<file path="src/rtl/pwm_pkg.sv">
package pwm_pkg;

    localparam int CNT_W    = 16;
    localparam int SEL_W    = 4;
    localparam int DIV_W    = 8;
    localparam int NUM_TAPS = 11;
    localparam int WDATA_W  = 32;

    typedef enum logic {
        DIR_UP   = 1'b0,
        DIR_DOWN = 1'b1
    } cnt_dir_e;

    typedef struct packed {
        logic tick;
        logic wrap;
    } cnt_evt_t;

    function automatic int sel_div_a(input int taps);
        return taps;
    endfunction

    function automatic int sel_div_b(input int taps);
        return taps + 1;
    endfunction

endpackage

</file>
<file path="src/rtl/pwm_divider.sv">
module pwm_divider #(
    parameter int W = pwm_pkg::DIV_W
) (
    input  logic         clk,
    input  logic         rst,
    input  logic [W-1:0] factor,
    output logic         pulse
);
    logic [W-1:0] cnt_q;
    logic         at_end;

    assign at_end = (factor != '0) && (cnt_q >= factor - W'(1));
    assign pulse  = at_end;

    always_ff @(posedge clk) begin
        if (rst || factor == '0) begin
            cnt_q <= '0;
        end else if (at_end) begin
            cnt_q <= '0;
        end else begin
            cnt_q <= cnt_q + W'(1);
        end
    end
endmodule

</file>
<file path="src/rtl/pwm_clk_sel.sv">
module pwm_clk_sel #(
    parameter int SEL_W    = pwm_pkg::SEL_W,
    parameter int DIV_W    = pwm_pkg::DIV_W,
    parameter int NUM_TAPS = pwm_pkg::NUM_TAPS
) (
    input  logic             clk,
    input  logic             rst,
    input  logic [SEL_W-1:0] sel,
    input  logic [DIV_W-1:0] fac_a,
    input  logic [DIV_W-1:0] fac_b,
    output logic             tick
);
    localparam int PW    = (NUM_TAPS > 1) ? NUM_TAPS - 1 : 1;
    localparam int SEL_A = pwm_pkg::sel_div_a(NUM_TAPS);
    localparam int SEL_B = pwm_pkg::sel_div_b(NUM_TAPS);

    logic [PW-1:0]       pre_q;
    logic [NUM_TAPS-1:0] tap_en;
    logic [1:0]          div_en;
    logic [DIV_W-1:0]    fac [2];

    always_ff @(posedge clk) begin
        if (rst) pre_q <= '0;
        else     pre_q <= pre_q + PW'(1);
    end

    for (genvar k = 0; k < NUM_TAPS; k++) begin : g_tap
        if (k == 0) begin : g_first
            assign tap_en[k] = 1'b1;
        end else begin : g_rest
            assign tap_en[k] = &pre_q[k-1:0];
        end
    end

    assign fac[0] = fac_a;
    assign fac[1] = fac_b;

    for (genvar d = 0; d < 2; d++) begin : g_div
        pwm_divider #(.W(DIV_W)) u_div (
            .clk    (clk),
            .rst    (rst),
            .factor (fac[d]),
            .pulse  (div_en[d])
        );
    end

    always_comb begin
        tick = 1'b0;
        for (int k = 0; k < NUM_TAPS; k++) begin
            if (sel == SEL_W'(k)) tick = tap_en[k];
        end
        if (sel == SEL_W'(SEL_A)) tick = div_en[0];
        if (sel == SEL_W'(SEL_B)) tick = div_en[1];
    end
endmodule

</file>
<file path="src/rtl/pwm_period_shadow.sv">
module pwm_period_shadow #(
    parameter int CW = pwm_pkg::CNT_W,
    parameter int DW = pwm_pkg::WDATA_W
) (
    input  logic          clk,
    input  logic          rst,
    input  logic          wr,
    input  logic [DW-1:0] wdata,
    input  logic          wp_sw,
    input  logic          wp_hw,
    input  logic          boundary,
    output logic [CW-1:0] per_active,
    output logic [CW-1:0] per_shadow
);
    logic accept;
    logic pending_q;

    assign accept = wr && !wp_sw && !wp_hw;

    always_ff @(posedge clk) begin
        if (rst) begin
            per_active <= '0;
            per_shadow <= '0;
            pending_q  <= 1'b0;
        end else begin
            if (boundary && pending_q) begin
                per_active <= per_shadow;
                pending_q  <= 1'b0;
            end
            if (accept) begin
                per_shadow <= wdata[CW-1:0];
                pending_q  <= 1'b1;
            end
        end
    end
endmodule

</file>
<file path="src/rtl/pwm_counter.sv">
module pwm_counter #(
    parameter int CW = pwm_pkg::CNT_W
) (
    input  logic              clk,
    input  logic              rst,
    input  logic              tick,
    input  logic              center,
    input  logic [CW-1:0]     per,
    output logic [CW-1:0]     cnt,
    output pwm_pkg::cnt_evt_t evt
);
    import pwm_pkg::*;

    cnt_dir_e      dir_q, dir_d;
    logic [CW-1:0] cnt_q, cnt_d;
    logic          wrap;

    always_comb begin
        cnt_d = cnt_q;
        dir_d = dir_q;
        wrap  = 1'b0;
        if (tick) begin
            if (per == '0) begin
                cnt_d = '0;
                dir_d = DIR_UP;
                wrap  = 1'b1;
            end else if (!center) begin
                dir_d = DIR_UP;
                if (cnt_q >= per - CW'(1)) begin
                    cnt_d = '0;
                    wrap  = 1'b1;
                end else begin
                    cnt_d = cnt_q + CW'(1);
                end
            end else if (dir_q == DIR_UP) begin
                if (cnt_q >= per - CW'(1)) begin
                    cnt_d = per;
                    dir_d = DIR_DOWN;
                end else begin
                    cnt_d = cnt_q + CW'(1);
                end
            end else begin
                if (cnt_q <= CW'(1)) begin
                    cnt_d = '0;
                    dir_d = DIR_UP;
                    wrap  = 1'b1;
                end else begin
                    cnt_d = cnt_q - CW'(1);
                end
            end
        end
    end

    always_ff @(posedge clk) begin
        if (rst) begin
            cnt_q <= '0;
            dir_q <= DIR_UP;
        end else begin
            cnt_q <= cnt_d;
            dir_q <= dir_d;
        end
    end

    assign cnt      = cnt_q;
    assign evt.tick = tick;
    assign evt.wrap = wrap;
endmodule

</file>
<file path="src/rtl/pwm_dbuf_channel.sv">
module pwm_dbuf_channel #(
    parameter int CNT_W    = pwm_pkg::CNT_W,
    parameter int SEL_W    = pwm_pkg::SEL_W,
    parameter int DIV_W    = pwm_pkg::DIV_W,
    parameter int NUM_TAPS = pwm_pkg::NUM_TAPS,
    parameter int WDATA_W  = pwm_pkg::WDATA_W
) (
    input  logic               clk,
    input  logic               rst,
    input  logic [SEL_W-1:0]   clk_sel,
    input  logic [DIV_W-1:0]   div_a_factor,
    input  logic [DIV_W-1:0]   div_b_factor,
    input  logic               center_mode,
    input  logic [CNT_W-1:0]   duty,
    input  logic               upd_wr,
    input  logic [WDATA_W-1:0] upd_wdata,
    output logic [WDATA_W-1:0] upd_rdata,
    input  logic               wp_sw,
    input  logic               wp_hw,
    output logic               pwm_out
);
    logic              tick;
    logic [CNT_W-1:0]  cnt_val;
    logic [CNT_W-1:0]  per_active;
    logic [CNT_W-1:0]  per_shadow;
    pwm_pkg::cnt_evt_t evt;

    pwm_clk_sel #(
        .SEL_W(SEL_W), .DIV_W(DIV_W), .NUM_TAPS(NUM_TAPS)
    ) u_clk_sel (
        .clk   (clk),
        .rst   (rst),
        .sel   (clk_sel),
        .fac_a (div_a_factor),
        .fac_b (div_b_factor),
        .tick  (tick)
    );

    pwm_counter #(.CW(CNT_W)) u_counter (
        .clk    (clk),
        .rst    (rst),
        .tick   (tick),
        .center (center_mode),
        .per    (per_active),
        .cnt    (cnt_val),
        .evt    (evt)
    );

    pwm_period_shadow #(.CW(CNT_W), .DW(WDATA_W)) u_shadow (
        .clk        (clk),
        .rst        (rst),
        .wr         (upd_wr),
        .wdata      (upd_wdata),
        .wp_sw      (wp_sw),
        .wp_hw      (wp_hw),
        .boundary   (evt.wrap),
        .per_active (per_active),
        .per_shadow (per_shadow)
    );

    assign upd_rdata = '0;
    assign pwm_out   = (duty != '0) && ((duty >= per_active) || (cnt_val < duty));
endmodule

</file>
<file path="config.mk">
export PLATFORM = sky130hd
export DESIGN_NAME = pwm_dbuf_channel
export DESIGN_NICKNAME = d
export VERILOG_FILES = /design/src/rtl/pwm_pkg.sv /design/src/rtl/pwm_divider.sv /design/src/rtl/pwm_clk_sel.sv /design/src/rtl/pwm_period_shadow.sv /design/src/rtl/pwm_counter.sv /design/src/rtl/pwm_dbuf_channel.sv
export SDC_FILE = /design/constraint.sdc
export NUM_CORES = 1
export LEC_CHECK = 0
export ABC_AREA = 1
export BUFFER_PORTS_ARGS = -buffer_cell sky130_fd_sc_hd__buf_2
export CAP_MARGIN = 15
export CORE_UTILIZATION = 50
export CTS_CLUSTER_DIAMETER = 40
export DETAILED_ROUTE_END_ITERATION = 6
export PLACE_DENSITY_LB_ADDON = 0.3
export SLEW_MARGIN = 20
export SYNTH_ARGS = -nofsm -noshare
export SYNTH_HDL_FRONTEND = slang
export SYNTH_HIERARCHICAL = 1
export SYNTH_SLANG_ARGS = --single-unit
</file>
<file path="constraint.sdc">
create_clock -name clk -period 8 [get_ports clk]
set_input_delay 0.4 -clock clk [delete_from_list [all_inputs] [get_ports clk]]
set_output_delay 0.4 -clock clk [all_outputs]
set_load 0.02 [all_outputs]
</file>
### After elaboration in Yosys (flattened, before gate mapping)

Index checks and enable logic that the tools add are counted.

* flip-flop bits (word level): 76
* latch bits: 0
* bits in writable memories: 0
* bits in read-only memories: 0
* output and inout port bits: 33
* logic and storage cells: 95
* memories kept: 0

* add/subtract/negate cells: 8
* multiply operators: 0
* divide/modulo/power cells: 0
* order comparisons: 6
* equal/unequal tests: 12
* shifts and indexed selects: 0
* mux-type cells: 31
* bitwise logic cells: 0
* reductions and logical operators: 30

Operators with widths (number)
* two-way mux 16 bit: 6
* >= comparator 16 bit: 2
* subtractor 16 x 1 -> 16 bit, second input constant: 2
* two-way mux 1 bit: 25
* equality test 4 bit, second input constant: 5
* adder 16 x 1 -> 16 bit, second input constant: 1
* adder 8 x 1 -> 8 bit, second input constant: 2
* equality test 4 x 3 -> 1 bit, second input constant: 4
* >= comparator 8 bit: 2
* <= comparator 16 x 1 -> 1 bit, second input constant: 1
* zero test 16 bit: 1
* zero test 8 bit: 2
* less-than comparator 16 bit: 1
* nonzero test 16 bit: 1
* nonzero test 8 bit: 2
* subtractor 8 x 1 -> 8 bit, second input constant: 2
* adder 10 x 1 -> 10 bit, second input constant: 1
* AND reduction 10 bit: 1
* AND reduction 9 bit: 1
* equality test 4 x 2 -> 1 bit, second input constant: 2
* AND reduction 8 bit: 1
* AND reduction 7 bit: 1
* logical AND 1 bit: 6
* AND reduction 6 bit: 1
* other kinds (10): 14

### Logic depth before layout (Yosys ltp)

* depth in word-level cells: 18
* mapped depth: 25
* depth with buffers taken out: 22

### Modules after synthesis

The synthesis kept the hierarchy.

By module, submodules not included
* pwm_counter: times used 1, cells an instance 472, area an instance 2786.4 µm²
* pwm_divider: times used 2, cells an instance 97, area an instance 691.9 µm²
* pwm_period_shadow: times used 1, cells an instance 178, area an instance 1298.7 µm²
* pwm_dbuf_channel: times used 1, cells an instance 173, area an instance 1109.8 µm²
* pwm_clk_sel: times used 1, cells an instance 93, area an instance 646.9 µm²

### Least setup slack after synthesis

Ideal clock, no wire load.

* path type: flip-flop to flip-flop
* start: register u_shadow.per_active[0]
* end: register u_shadow.per_active[3]
* library setup time: 113 ps
* arrival: 3027 ps
* data required time: 7887 ps
* path slack: 4860 ps
* cell stages (with the launch flop): 25
* buffers on the path: 3
* period minus slack after synthesis: 3140 ps
* cells stage by stage: dfxtp_1 > inv_1 > nand3_1 > nor3_2 > nand2_1 > inv_2 > nand4_1 > nor2_1 > nand2_1 > xor2_1 > inv_1 > ha_1 > a21oi_1 > o21ai_1 > a21oi_2 > nand2_2 > buf_4 > o21ai_1 > a21oi_1 > buf_4 > nand2_4 > inv_6 > buf_12 > nor2_1 > nor2_1

* word-level cells in the longest chain between the ends: 7

Ends and longest elaborated chain
* start, declared: RTL line pwm_period_shadow.sv:12 `output logic [CW-1:0] per_active,`
* start signal, assigned: RTL line pwm_period_shadow.sv:27 `per_active <= per_shadow;`
* subtractor 16 x 1 -> 16 bit: RTL line pwm_counter.sv:29 `if (cnt_q >= per - CW'(1)) begin`
* >= comparator 16 bit: RTL line pwm_counter.sv:29
* two-way mux 1 bit: RTL line pwm_counter.sv:29
* two-way mux 1 bit: RTL line pwm_counter.sv:27 `end else if (!center) begin`
* two-way mux 1 bit *: RTL line pwm_counter.sv:23 `if (per == '0) begin`
* two-way mux 1 bit *: RTL line pwm_counter.sv:22 `if (tick) begin`
* via u_counter.wrap: RTL line pwm_counter.sv:16 `logic wrap;`
* logical AND 1 bit *: RTL line pwm_period_shadow.sv:26 `if (boundary && pending_q) begin`

The timed path passes the listed nets; every way through them passes the cells marked *.
A chain may end at the register's enable or synchronous reset.

==> impl_metrics.py <==
metrics = {
    "route": {
        "drt_iter0_drc": 375,
        "wire_per_inst_um": 11.6,
        "wl_um": 15500,
        "via_per_inst": 4.94,
        "antenna_left": 0,
        "num_vias": 6580,
        "drc": 0,
        "dr.pass1.iters": 5,
    },
    "power_and_ir_drop": {
        "p_leak_uw": 0.00395,
        "power_density_nw_per_um2": 138,
        "vdd_ir_drop_max_mv": 0.0873,
    },
    "sta": {
        "slew_headroom": 0.456,
        "rsz0062_at_grt": "false",
        "tightest_slew_ns": 0.815,
        "fmax_mhz": 263,
        "hold_violations": 0,
        "finalMaxSlewViolations": 0,
        "finalCritPeriodShare": 0.475,
        "finClkSkew_ns": 0.00770,
        "fin_crit_ns": 3.80,
        "worst_hold_slack_ns": 0.279,
        "setup_tns_ns": 0,
        "fin_ws_ns": 4.20,
        "setup_viol": 0,
    },
    "hold_path": {
        "hp-class": "input pin to flop",
        "hold_path_startpoint": "upd_wdata[10]",
    },
    "clocking": {
        "clk_pin_slew_ns": 0.06,
        "cts_resized": 0,
        "cts_hold_buffers": 0,
        "h-tree-depth": 3,
        "post_cts_buffers": 0,
        "clk_path_buf_depth": 2,
        "cts_tree": "yes",
        "insertion_delay_ns": 0.34,
        "numClockSinks": 76,
        "cts_root_buffer": "clkbuf_16",
        "cts_buffers": 9,
    },
    "final_layout": {
        "fillers": 1440,
        "antennaDiodeCount": 0,
        "final_nets": 1297,
        "syn_to_final_growth_pct": 7.21,
        "multi_input_area_um2": 4710,
        "final_cell_count_no_fill": 1333,
        "drive_gt1_frac": 0.167,
        "seq_area_um2": 1520,
        "design_area_um2": 7740,
    },
    "critical_path": {
        "r2r_cells": 21,
        "r2r-end": "u_shadow/per_active[6]$_SDFFE_PP0P_",
        "crit_slowest_cell": "a21oi_1",
        "regToRegStartpoint": "u_shadow/per_active[0]$_SDFFE_PP0P_",
        "cpPeakStageDelay_ns": 0.36,
        "cp.depth": 21,
        "start_kind": "flop",
        "critPathLaunch": "u_shadow/per_active[0]$_SDFFE_PP0P_",
        "crit_chain": "inv_1 > nand3_1 > nor3_2 > nand2_1 > inv_2 > nand4_1 > nor2_1 > nand2_1 > xor2_1 > inv_1 > ha_1 > nand2_1 > nor3_1 > nand2_2 > nand2_2 > o21ai_1 > a21oi_1 > nand2_4 > inv_6 > nor2_1 > nor2_1",
        "required_ns": 8.27,
        "path_buf_inv": 4,
        "cp.arrival_ns": 4.07,
        "endpoint_kind": "flop",
        "reg2reg_slack_ns": 4.20,
        "crit_type": "flop to flop",
        "cp_top_family": "simple AND/OR/NAND/NOR gates",
        "crit_path_end": "u_shadow/per_active[6]$_SDFFE_PP0P_",
        "critPathMaxFanout": 23,
    },
    "floorplan": {
        "coreArea_um2": 14000,
        "die_w_um": 122,
        "fp.dieArea_um2": 14900,
        "die_y_um": 122,
        "start_util": 0.516,
        "fp-row-count": 43,
        "ios": 107,
    },
    "yosys": {
        "syn_area_um2": 7220,
        "avgSynthCellArea_um2": 6.51,
        "synth_warnings": 6,
        "synthCells": 1109,
    },
    "place": {
        "dp.cells": 1317,
        "gp_congestion": 0.858,
        "place_ws_ns": 4.10,
        "dpl-instance-area_um2": 7400,
        "post-dp-hpwl_um": 12200,
        "numPortBuffers": 58,
    },
    "global_routing": {
        "grt_max_degree": 34,
        "grt_pass1_wl_um": 26300,
        "grtUsageMet1": 0.267,
        "grt_util_all_layers": 0.221,
        "grt_antenna_before_repair": 1,
        "grt_use_met2": 0.388,
        "grt_busiest_layer": "met2",
        "use_met3": 0.0459,
        "grt_pass1_vias": 5939,
        "overflow": 0,
    },
    "job": {
        "maxCapViolCount": 0,
    },
    "outcome": {
        "outcome": "complete, no violations",
    },
}
## metrics by stage
| step | utilization | total power, uW |
|---|---|---|
| floorplan | - | 575 |
| global placement | 0.529 | 606 |
| detailed placement | 0.529 | 610 |
| CTS | 0.553 | 1090 |
| global route | 0.553 | 1130 |
| finish | 0.553 | 1070 |
## final cells by class
| class | instances | area share |
|---|---|---|
| multi-input combinational | 832 | 0.609 |
| sequential | 76 | 0.197 |
| inverter | 171 | 0.0839 |
| timing repair buffer | 58 | 0.0375 |
| clock buffer | 10 | 0.0296 |
| tap | 180 | 0.0291 |
| clock inverter | 6 | 0.0146 |
## worst min-delay path: cells and delay by family
family                 cells  cell delay [ns]
and+or+nand+nor            2             0.11
buffers and inverters      1             0.07
## per-layer routing
layer | wire [um] | up-vias
met2 | 7370 | 124
met1 | 7120 | 2930
met3 | 739 | 25
met5 | 13 | -
li1 | - | 3499
met4 | 277 | 2
## power breakdown
part | total [uW] | switching, uW | internal, uW
clock | 467 | 162 | 305
sequential | 403 | 12.8 | 390
combinational | 200 | 127 | 72.5
total | 1070 | 302 | 768
## cells in the final DEF (no fill, tap or decap), types with 2 or more instances in the layout
cell,instances
a21o_1,3
a21oi_1,45
a21oi_2,15
buf_2,58
bufinv_16,3
clkbuf_16,9
clkinv_1,2
clkinv_4,2
conb_1,32
dfxtp_1,76
ha_1,75
inv_1,148
inv_2,19
nand2_1,245
nand2_2,23
nand2_4,2
nand3_1,52
nand3_2,9
nand3_4,3
nand4_1,21
nor2_1,153
nor2_2,27
nor2_4,7
nor3_1,15
nor3_2,5
nor4_1,2
o21ai_0,19
o21ai_1,19
or2_0,2
or2_2,4
xnor2_1,16
xor2_1,29
## state kept, by name, indices dropped and copies added (netlist names)
name and flops:
u_shadow/per_active 16, u_shadow/pending_q 1, u_clk_sel/g_div.u_div/cnt_q 16, u_counter/cnt 16
u_shadow/per_shadow 16, u_counter/dir_q 1, u_clk_sel/pre_q 10
## how the worst min path moves through the flow
stage | endpoint | cells after the start
floorplan | u_clk_sel/g_div[0].u_div/cnt_q[0]$_SDFF_PP0_ | 1
global placement | u_clk_sel/g_div[0].u_div/cnt_q[0]$_SDFF_PP0_ | 1
detailed placement | u_clk_sel/pre_q[0]$_SDFF_PP0_ | 1
CTS | u_shadow/per_shadow[9]$_SDFFE_PP0P_ | 3
global route | u_shadow/per_shadow[3]$_SDFFE_PP0P_ | 3
finish | u_shadow/per_shadow[10]$_SDFFE_PP0P_ | 3
No activity file was read; power rests on OpenSTA's default activity.
